**src/rtl/baud_gen_pkg.sv**
```systemverilog
package baud_gen_pkg;

  // Strobes from control to datapath, valid for one clock
  typedef struct packed {
    logic accStep;   // advance the fractional accumulator
    logic preStep;   // timer enable taken straight from the prescaler
    logic fracGate;  // timer may advance on a fractional carry
  } baudStrobe_t;

endpackage

```
**src/rtl/baud_gen_ctrl.sv**
```systemverilog
module baud_gen_ctrl
  import baud_gen_pkg::*;
#(
  parameter int EXP_W = 3
) (
  input  logic             clk,
  input  logic             rstN,
  input  logic             runEn,
  input  logic [EXP_W-1:0] preExp,
  input  logic             fracEn,
  input  logic             modeNormal,
  output baudStrobe_t      strobe
);

  localparam int CNT_W = (1 << EXP_W) - 1;

  logic [CNT_W-1:0] preCnt;
  logic [CNT_W-1:0] preMask;
  logic             preTick;
  logic             fracMode;
  logic             haltTimer;
  logic             runOk;

  // Free-running prescaler counter; a pulse when its low N bits are all ones
  always_ff @(posedge clk or negedge rstN) begin
    if (!rstN) preCnt <= '0;
    else       preCnt <= preCnt + 1'b1;
  end

  always_comb begin
    preMask   = ~({CNT_W{1'b1}} << preExp);
    preTick   = ((preCnt & preMask) == preMask);
    fracMode  = fracEn & ~modeNormal;
    haltTimer = fracEn & modeNormal;
    runOk     = runEn & ~haltTimer;

    strobe.accStep  = preTick & fracMode;
    strobe.preStep  = preTick & ~fracEn & runOk;
    strobe.fracGate = fracMode & runOk;
  end

endmodule

```
**src/rtl/baud_gen_datapath.sv**
```systemverilog
module baud_gen_datapath
  import baud_gen_pkg::*;
#(
  parameter int ACC_W = 8,
  parameter int TMR_W = 8
) (
  input  logic             clk,
  input  logic             rstN,
  input  baudStrobe_t      strobe,
  input  logic [ACC_W-1:0] stepVal,
  input  logic [TMR_W-1:0] reloadVal,
  output logic             baudTick,
  output logic             fracOvf
);

  logic [ACC_W-1:0] acc;
  logic [ACC_W:0]   accSum;
  logic             fracCarry;
  logic             timerEn;
  logic [TMR_W-1:0] tmr;
  logic             loaded;

  always_comb begin
    accSum    = {1'b0, acc} + {1'b0, stepVal};
    fracCarry = strobe.accStep & accSum[ACC_W];
    timerEn   = strobe.preStep | (strobe.fracGate & fracCarry);
  end

  // Fractional phase accumulator
  always_ff @(posedge clk or negedge rstN) begin
    if (!rstN) begin
      acc     <= '0;
      fracOvf <= 1'b0;
    end else begin
      if (strobe.accStep) acc <= accSum[ACC_W-1:0];
      fracOvf <= fracCarry;
    end
  end

  // Count-down reload timer
  always_ff @(posedge clk or negedge rstN) begin
    if (!rstN) begin
      tmr      <= '0;
      loaded   <= 1'b0;
      baudTick <= 1'b0;
    end else begin
      baudTick <= 1'b0;
      if (timerEn) begin
        if (!loaded) begin
          tmr    <= reloadVal;
          loaded <= 1'b1;
        end else if (tmr == '0) begin
          tmr      <= reloadVal;
          baudTick <= 1'b1;
        end else begin
          tmr <= tmr - 1'b1;
        end
      end
    end
  end

endmodule

```
**src/rtl/frac_baud_gen.sv**
```systemverilog
module frac_baud_gen
  import baud_gen_pkg::*;
#(
  parameter int EXP_W = 3,
  parameter int ACC_W = 8,
  parameter int TMR_W = 8
) (
  input  logic             clk,
  input  logic             rstN,
  input  logic             runEn,
  input  logic [EXP_W-1:0] preExp,
  input  logic             fracEn,
  input  logic             modeNormal,
  input  logic [ACC_W-1:0] stepVal,
  input  logic [TMR_W-1:0] reloadVal,
  output logic             baudTick,
  output logic             fracOvf
);

  baudStrobe_t strobe;

  baud_gen_ctrl #(.EXP_W(EXP_W)) u_ctrl (
    .clk(clk), .rstN(rstN), .runEn(runEn), .preExp(preExp),
    .fracEn(fracEn), .modeNormal(modeNormal), .strobe(strobe)
  );

  baud_gen_datapath #(.ACC_W(ACC_W), .TMR_W(TMR_W)) u_dp (
    .clk(clk), .rstN(rstN), .strobe(strobe), .stepVal(stepVal),
    .reloadVal(reloadVal), .baudTick(baudTick), .fracOvf(fracOvf)
  );

endmodule

```
**config.mk**
```make
export PLATFORM = sky130hd
export DESIGN_NAME = frac_baud_gen
export DESIGN_NICKNAME = d
export VERILOG_FILES = /design/src/rtl/baud_gen_pkg.sv /design/src/rtl/baud_gen_ctrl.sv /design/src/rtl/baud_gen_datapath.sv /design/src/rtl/frac_baud_gen.sv
export SDC_FILE = /design/constraint.sdc
export NUM_CORES = 1
export LEC_CHECK = 0
export ABC_AREA = 1
export BUFFER_PORTS_ARGS = -buffer_cell sky130_fd_sc_hd__buf_2
export CORE_MARGIN = 4
export CORE_UTILIZATION = 59
export CTS_BUF_LIST = sky130_fd_sc_hd__clkbuf_2
export DETAILED_ROUTE_END_ITERATION = 6
export PLACE_DENSITY = 0.86
export SLEW_MARGIN = 0
export SYNTH_ARGS = -nofsm -noshare
export SYNTH_HDL_FRONTEND = slang
export SYNTH_HIERARCHICAL = 1
export SYNTH_SLANG_ARGS = --single-unit
```
**constraint.sdc**
```tcl
create_clock -name clk -period 1.9 [get_ports clk]
set_clock_uncertainty 0.05 [all_clocks]
set_input_delay 0.38 -clock clk [delete_from_list [all_inputs] [get_ports clk]]
set_output_delay 0.38 -clock clk [all_outputs]
set_load 0.02 [all_outputs]
```
==> results of run 1 <==
==> metrics by stage <==
stage / util, % / instance area [um^2] / power, mW / worst slack [ns] / hold slack, ns
floorplan: - / 1730 / 1.74 / 0.140 / 0.0344
CTS: 70.0 / 1950 / 2.18 / 0.0313 / 0.243
detailed placement: 68.9 / 1920 / 1.97 / -0.0404 / 0.367
global placement: 68.9 / 1920 / 1.93 / 0.0107 / 0.361
finish: 70.4 / 1960 / 2.18 / 0.123 / 0.250
global route: 70.4 / 1960 / 2.44 / -0.00122 / 0.228
==> where the power goes <==
part	switching, mW	internal [mW]	total (mW)	leakage, nW
registers	0.134	0.701	0.836	0.321
logic	0.663	0.480	1.14	0.751
clock network	0.160	0.0457	0.206	0.0140
==> critical path: cells and delay by family, from the launching register on <==
family                     cells  cell delay (ns)
DFF                            1             0.44
and+or+nand+nor                8             0.66
adders and majority gates      2             0.58
==> final timing paths <==
path	startpoint	endpoint	slack (ns)	depth (start not counted)
max in group asynchronous	rstN	u_ctrl/preCnt[3]	0.95	2
min in group asynchronous	rstN	u_dp/tmr[4]	0.47	2
worst max-delay path	u_dp/acc[0]	u_dp/tmr[2]	0.12	10
worst max register to register	u_dp/acc[0]	u_dp/tmr[2]	0.12	10
worst min-delay path	reloadVal[6]	u_dp/tmr[6]	0.25	5
worst min register to register	u_ctrl/preCnt[6]	u_ctrl/preCnt[6]	0.44	1
==> repair_timing <==
action,CTS,global route
buffers inserted,0,1
endpoints found under the hold margin,26,0
hold buffers,1,0
endpoints found under the setup margin,0,19
resized for setup,0,4
==> flip-flops by register name (all words and copies together), names as in the netlist <==
name / flops
u_ctrl/preCnt: 7
u_dp/acc: 8
u_dp/baudTick: 1
u_dp/fracOvf: 1
u_dp/loaded: 1
u_dp/tmr: 8
==> kinds of logic (layout without fill, tap and decap cells) <==
group / after synthesis / in the layout / synth area share [%]
compound gates: 16 / 16 / 5.86
xor+xnor: 10 / 10 / 5.06
fa+ha+maj: 12 / 12 / 9.11
buf+inv: 28 / 60 / 6.58
flops: 26 / 26 / 37.6
simple gates: 139 / 139 / 35.8
==> final cells by class <==
type                       count  area (um^2)
clock buffer                   3         15.0
clock inverter                 1         3.75
fill                         238          823
inverter                      25         93.8
multi-input combinational    177          971
sequential                    26          651
tap                           31         38.8
timing repair buffer          31          185
==> cell usage after synthesis <==
cell type  number
nand2_1        83
dfrtp_1        26
nand3_1        25
inv_1          22
nor2_1         15
ha_1           11
xor2_1          8
o21ai_0         6
a21oi_1         5
nand2_2         4
nor2_2          3
inv_2           2
nand3b_1        2
nand4_1         2
o21ai_2         2
xnor2_1         2
buf_2           1
buf_6           1
clkbuf_1        1
clkinv_1        1
fa_1            1
nand2_4         1
nand3_2         1
nand3_4         1
nor3_2          1
o21ai_1         1
o21ai_4         1
o21bai_1        1
or2_2           1
==> per-layer routing <==
layer / vias to the layer above / part of all wire, % / wire [um]
met5: - / 0 / 0
met1: 694 / 46 / 1470
li1: 796 / - / -
met3: 2 / 4.2 / 136
met2: 24 / 49 / 1580
met4: 0 / 0.59 / 19
==> results.txt, run 1 <==
Max Slew Vio Count - 0
Synth warnings - 6
P_leak - 1.09 nW
largest net degree at the start of global routing - 27
Crit path top cell by count - nand2_1
peak supply drop - 0.956 mV
first-pass GRT wire length - 5.88 mm
most frequent cells in the layout - 83 x nand2_1, 26 x dfrtp_1, 25 x buf_2, 25 x nand3_1, 21 x inv_1
total track usage - 17.8%
GR peak layer - met2
Max Buffers Root-to-Sink - 2
Final min period - 1.78 ns
CP Class - flop to flop
Clock Latency Late Sink - 0.34 ns
Layout area overhead - 13.2%
cell total after placement - 288
commonest non-fill, non-tap cell in the layout - nand2_1
H-tree depth - 1
met1 Track Usage GR - 22.5%
Max stage delay on crit path - 0.44 ns
Via density - 5.16
DP Wirelength - 2.51 mm
CTS Buf Count - 3
post-synth top area share - 37.6%
vias in the first global route - 1487
Worst-path clk slew - 0.25 ns
sequential-to-total area share from yosys stat - 37.6%
Tightest Pin Transition - 0.566 ns
Worst Path Arrival - 2.01 ns
CP required - 2.13 ns
Final setup viols - 0
max_slew headroom - 62.3%
PortBufs - 25
drt pass-1 iters - 4
Synth Net Count - 267
TritonCTS clock tree - yes
Final period util - 93.5%
CP cell instances - ha_1 -> fa_2 -> nand3_1 -> nand3_2 -> nand2_1 -> nand2_1 -> nand3_4 -> nand2_4 -> nand2_1 -> nand2_1
Post-Syn Instances - 231
setup tns final - 0 ns
antenna violations before repair - 0
starting density of the core - 62.2%
layout cell share with drive strength beyond 1 - 20.5%
met3 usage - 3.06%
Slowest-stage cell, CP - dfrtp_1
CP endpoint kind - flop
Synth Area per Inst - 7.49 um^2
DRC - 0
met2 usage - 30.7%
status - finished clean
clock sink total - 26
Yosys reg bits - 26
CP Launch Type - flop
Synth area leaders - dfrtp_1 38%, nand2_1 18%, ha_1 8.0%
core area - 2780 um^2
Final Hold Violating Endpoints - 0
die width - 62.2 um
n_diodes - 0
Post-Syn Area - 1730 um^2
largest area contributor in the netlist - dfrtp_1
Avg WL per Cell - 10.9 um
Overflow after GRT - 0
1st-iter DRT viols - 90
# IOs - 26
die extent in y - 62.2 um
clk root buf - clkbuf_2
FP Rows - 19
max-cap violation count - 0
vias post-DR - 1516
Final #Nets - 300
Synth cell types - 29
drt total wl - 3.21 mm
GP Congestion - 0.850
min-delay worst type - input pin to flop
Antenna Nets Post-Route - 0
post-route insts no fill - 294
pwr dens - 1120 nW/um^2
fmax - 0.563 GHz
area of the die - 3860 um^2
CP Max Fanout - 9
Note: power is estimated with default switching activity, not from simulation.
==> run 2: changes to the inputs <==
Settings changed: BUFFER_PORTS_ARGS -buffer_cell sky130_fd_sc_hd__buf_2 to -buffer_cell sky130_fd_sc_hd__buf_4.
==> results.txt, run 2 (synthesized netlist as in run 1, its figures left out) <==
status - finished clean
clock sink total - 26
drt total wl - 3.37 mm
H-tree depth - 1
Worst-path clk slew - 0.24 ns
overall power - 2.22 mW
Max stage delay on crit path - 0.44 ns
GP Congestion - 0.895
area of the die - 3860 um^2
drt pass-1 iters - 4
Max Buffers Root-to-Sink - 2
first-pass GRT wire length - 6.10 mm
most frequent cells in the layout - 83 x nand2_1, 29 x buf_4, 26 x dfrtp_1
P_sw - 0.979 mW
Final period util - 93.8%
CP cell instances - ha_1 -> fa_2 -> nand3_1 -> nand3_2 -> nand2_1 -> nand2_1 -> nand3_4 -> nand2_4 -> nand2_1 -> nand2_1
P_leak - 1.11 nW
CTS Buf Count - 3
cell total after placement - 288
Worst Path Arrival - 2.01 ns
die extent in y - 62.2 um
core area - 2780 um^2
pwr dens - 1100 nW/um^2
# IOs - 26
switch share - 44.0%
post-route insts no fill - 294
Clock Latency Late Sink - 0.35 ns
vias in the first global route - 1553
max_slew headroom - 74.1%
biggest regs - u_dp/acc: 8 flops, u_dp/tmr: 8 flops, u_ctrl/preCnt: 7 flops
DRC - 0
Buf+Inv Stages, Crit Path - 0
Final Hold Violating Endpoints - 0
CP Max Fanout - 9
Final setup viols - 0
Final #Nets - 300
CP Class - flop to flop
total track usage - 18.5%
CP endpoint kind - flop
fmax - 0.561 GHz
Max Slew Vio Count - 0
layout cell share with drive strength beyond 1 - 20.5%
min-delay worst type - input pin to flop
Antenna Nets Post-Route - 0
CP required - 2.13 ns
Overflow after GRT - 0
PortBufs - 25
commonest non-fill, non-tap cell in the layout - nand2_1
Final min period - 1.78 ns
largest net degree at the start of global routing - 27
Top delay family on crit path - simple AND/OR/NAND/NOR gates
peak supply drop - 0.915 mV
Crit path top cell by count - nand2_1
die width - 62.2 um
antenna violations before repair - 0
Tightest Pin Transition - 0.387 ns
Flop pwr share - 37.7%
Via density - 5.19
n_diodes - 0
FP Rows - 19
Layout area overhead - 16.8%
vias post-DR - 1525
1st-iter DRT viols - 76
clk root buf - clkbuf_2
Internal Power - 1.24 mW
Slowest-stage cell, CP - dfrtp_1
fraction of power consumed by the clock network - 9.6%
CP Launch Type - flop
Gate power share - 52.7%
DP Wirelength - 2.55 mm
starting density of the core - 62.2%
max-cap violation count - 0
TritonCTS clock tree - yes
Avg WL per Cell - 11.5 um
==> run 2: changes by cell type in the layout (fill, tap and decap cells not counted) <==
cell	delta
buf_4	+25
buf_2	-25
==> run 2: tightest hold or removal path: cells and delay by family <==
family | cells | cell delay, ns
compound gates | 1 | 0.04
simple gates | 3 | 0.13
buf+inv | 1 | 0.08
==> run 2: cell type report <==
class / instances / area, um^2
Multi-Input combinational cell: 177 / 971
Fill cell: 234 / 761
Sequential cell: 26 / 651
Timing Repair Buffer: 31 / 248
Inverter: 25 / 93.8
Tap cell: 31 / 38.8
Clock buffer: 3 / 15.0
Clock inverter: 1 / 3.75
==> run 2: power by group through the flow <==
stage          clock (mW)  combinational, mW  sequential [mW]
6_report            0.212               1.17            0.839
5_1_grt             0.247               1.36            0.860
4_1_cts             0.221               1.15            0.836
3_5_place_dp            0               1.14            0.848
3_3_place_gp            0               1.10            0.841
2_1_floorplan           0              0.929            0.815
==> run 2: what timing repair did <==
item,4_1_cts,5_1_grt
hold buffers,1,0
gates resized for setup,0,4
buffers inserted,0,1
hold endpoints to repair,26,0
endpoints found under the setup margin,0,19
==> run 2: worst paths after layout <==
kind	startpoint	to	slack, ns	depth (start not counted)
min in group asynchronous	rstN	u_dp/acc[1]	0.38	2
worst min-delay path	reloadVal[3]	u_dp/tmr[3]	0.25	5
worst min register to register	u_ctrl/preCnt[0]	u_ctrl/preCnt[0]	0.43	1
worst max-delay path	u_dp/acc[0]	u_dp/tmr[2]	0.12	10
max in group asynchronous	rstN	u_ctrl/preCnt[0]	1.17	2
worst max register to register	u_dp/acc[0]	u_dp/tmr[2]	0.12	10
==> run 2: routing by layer <==
metal  wire length, um  GRT usage (%)  up-vias
met1              1540           23.1      704
met4                19           7.86        0
met5                 0              0        -
met2              1680           31.5       24
li1                  -              -      795
met3               132           2.52        2
==> run 2: metrics by stage <==
stage	setup WS (ns)	TNS (ns)	hold WS (ns)	util (%)	instance area, um^2
2_1_floorplan	0.140	0	0.0344	-	1730
3_3_place_gp	-0.000312	-0.000312	0.259	71.2	1980
3_5_place_dp	-0.0289	-0.162	0.259	71.2	1980
4_1_cts	0.0586	0	0.240	72.2	2010
5_1_grt	-0.00921	-0.0118	0.227	72.6	2020
6_report	0.118	0	0.246	72.6	2020
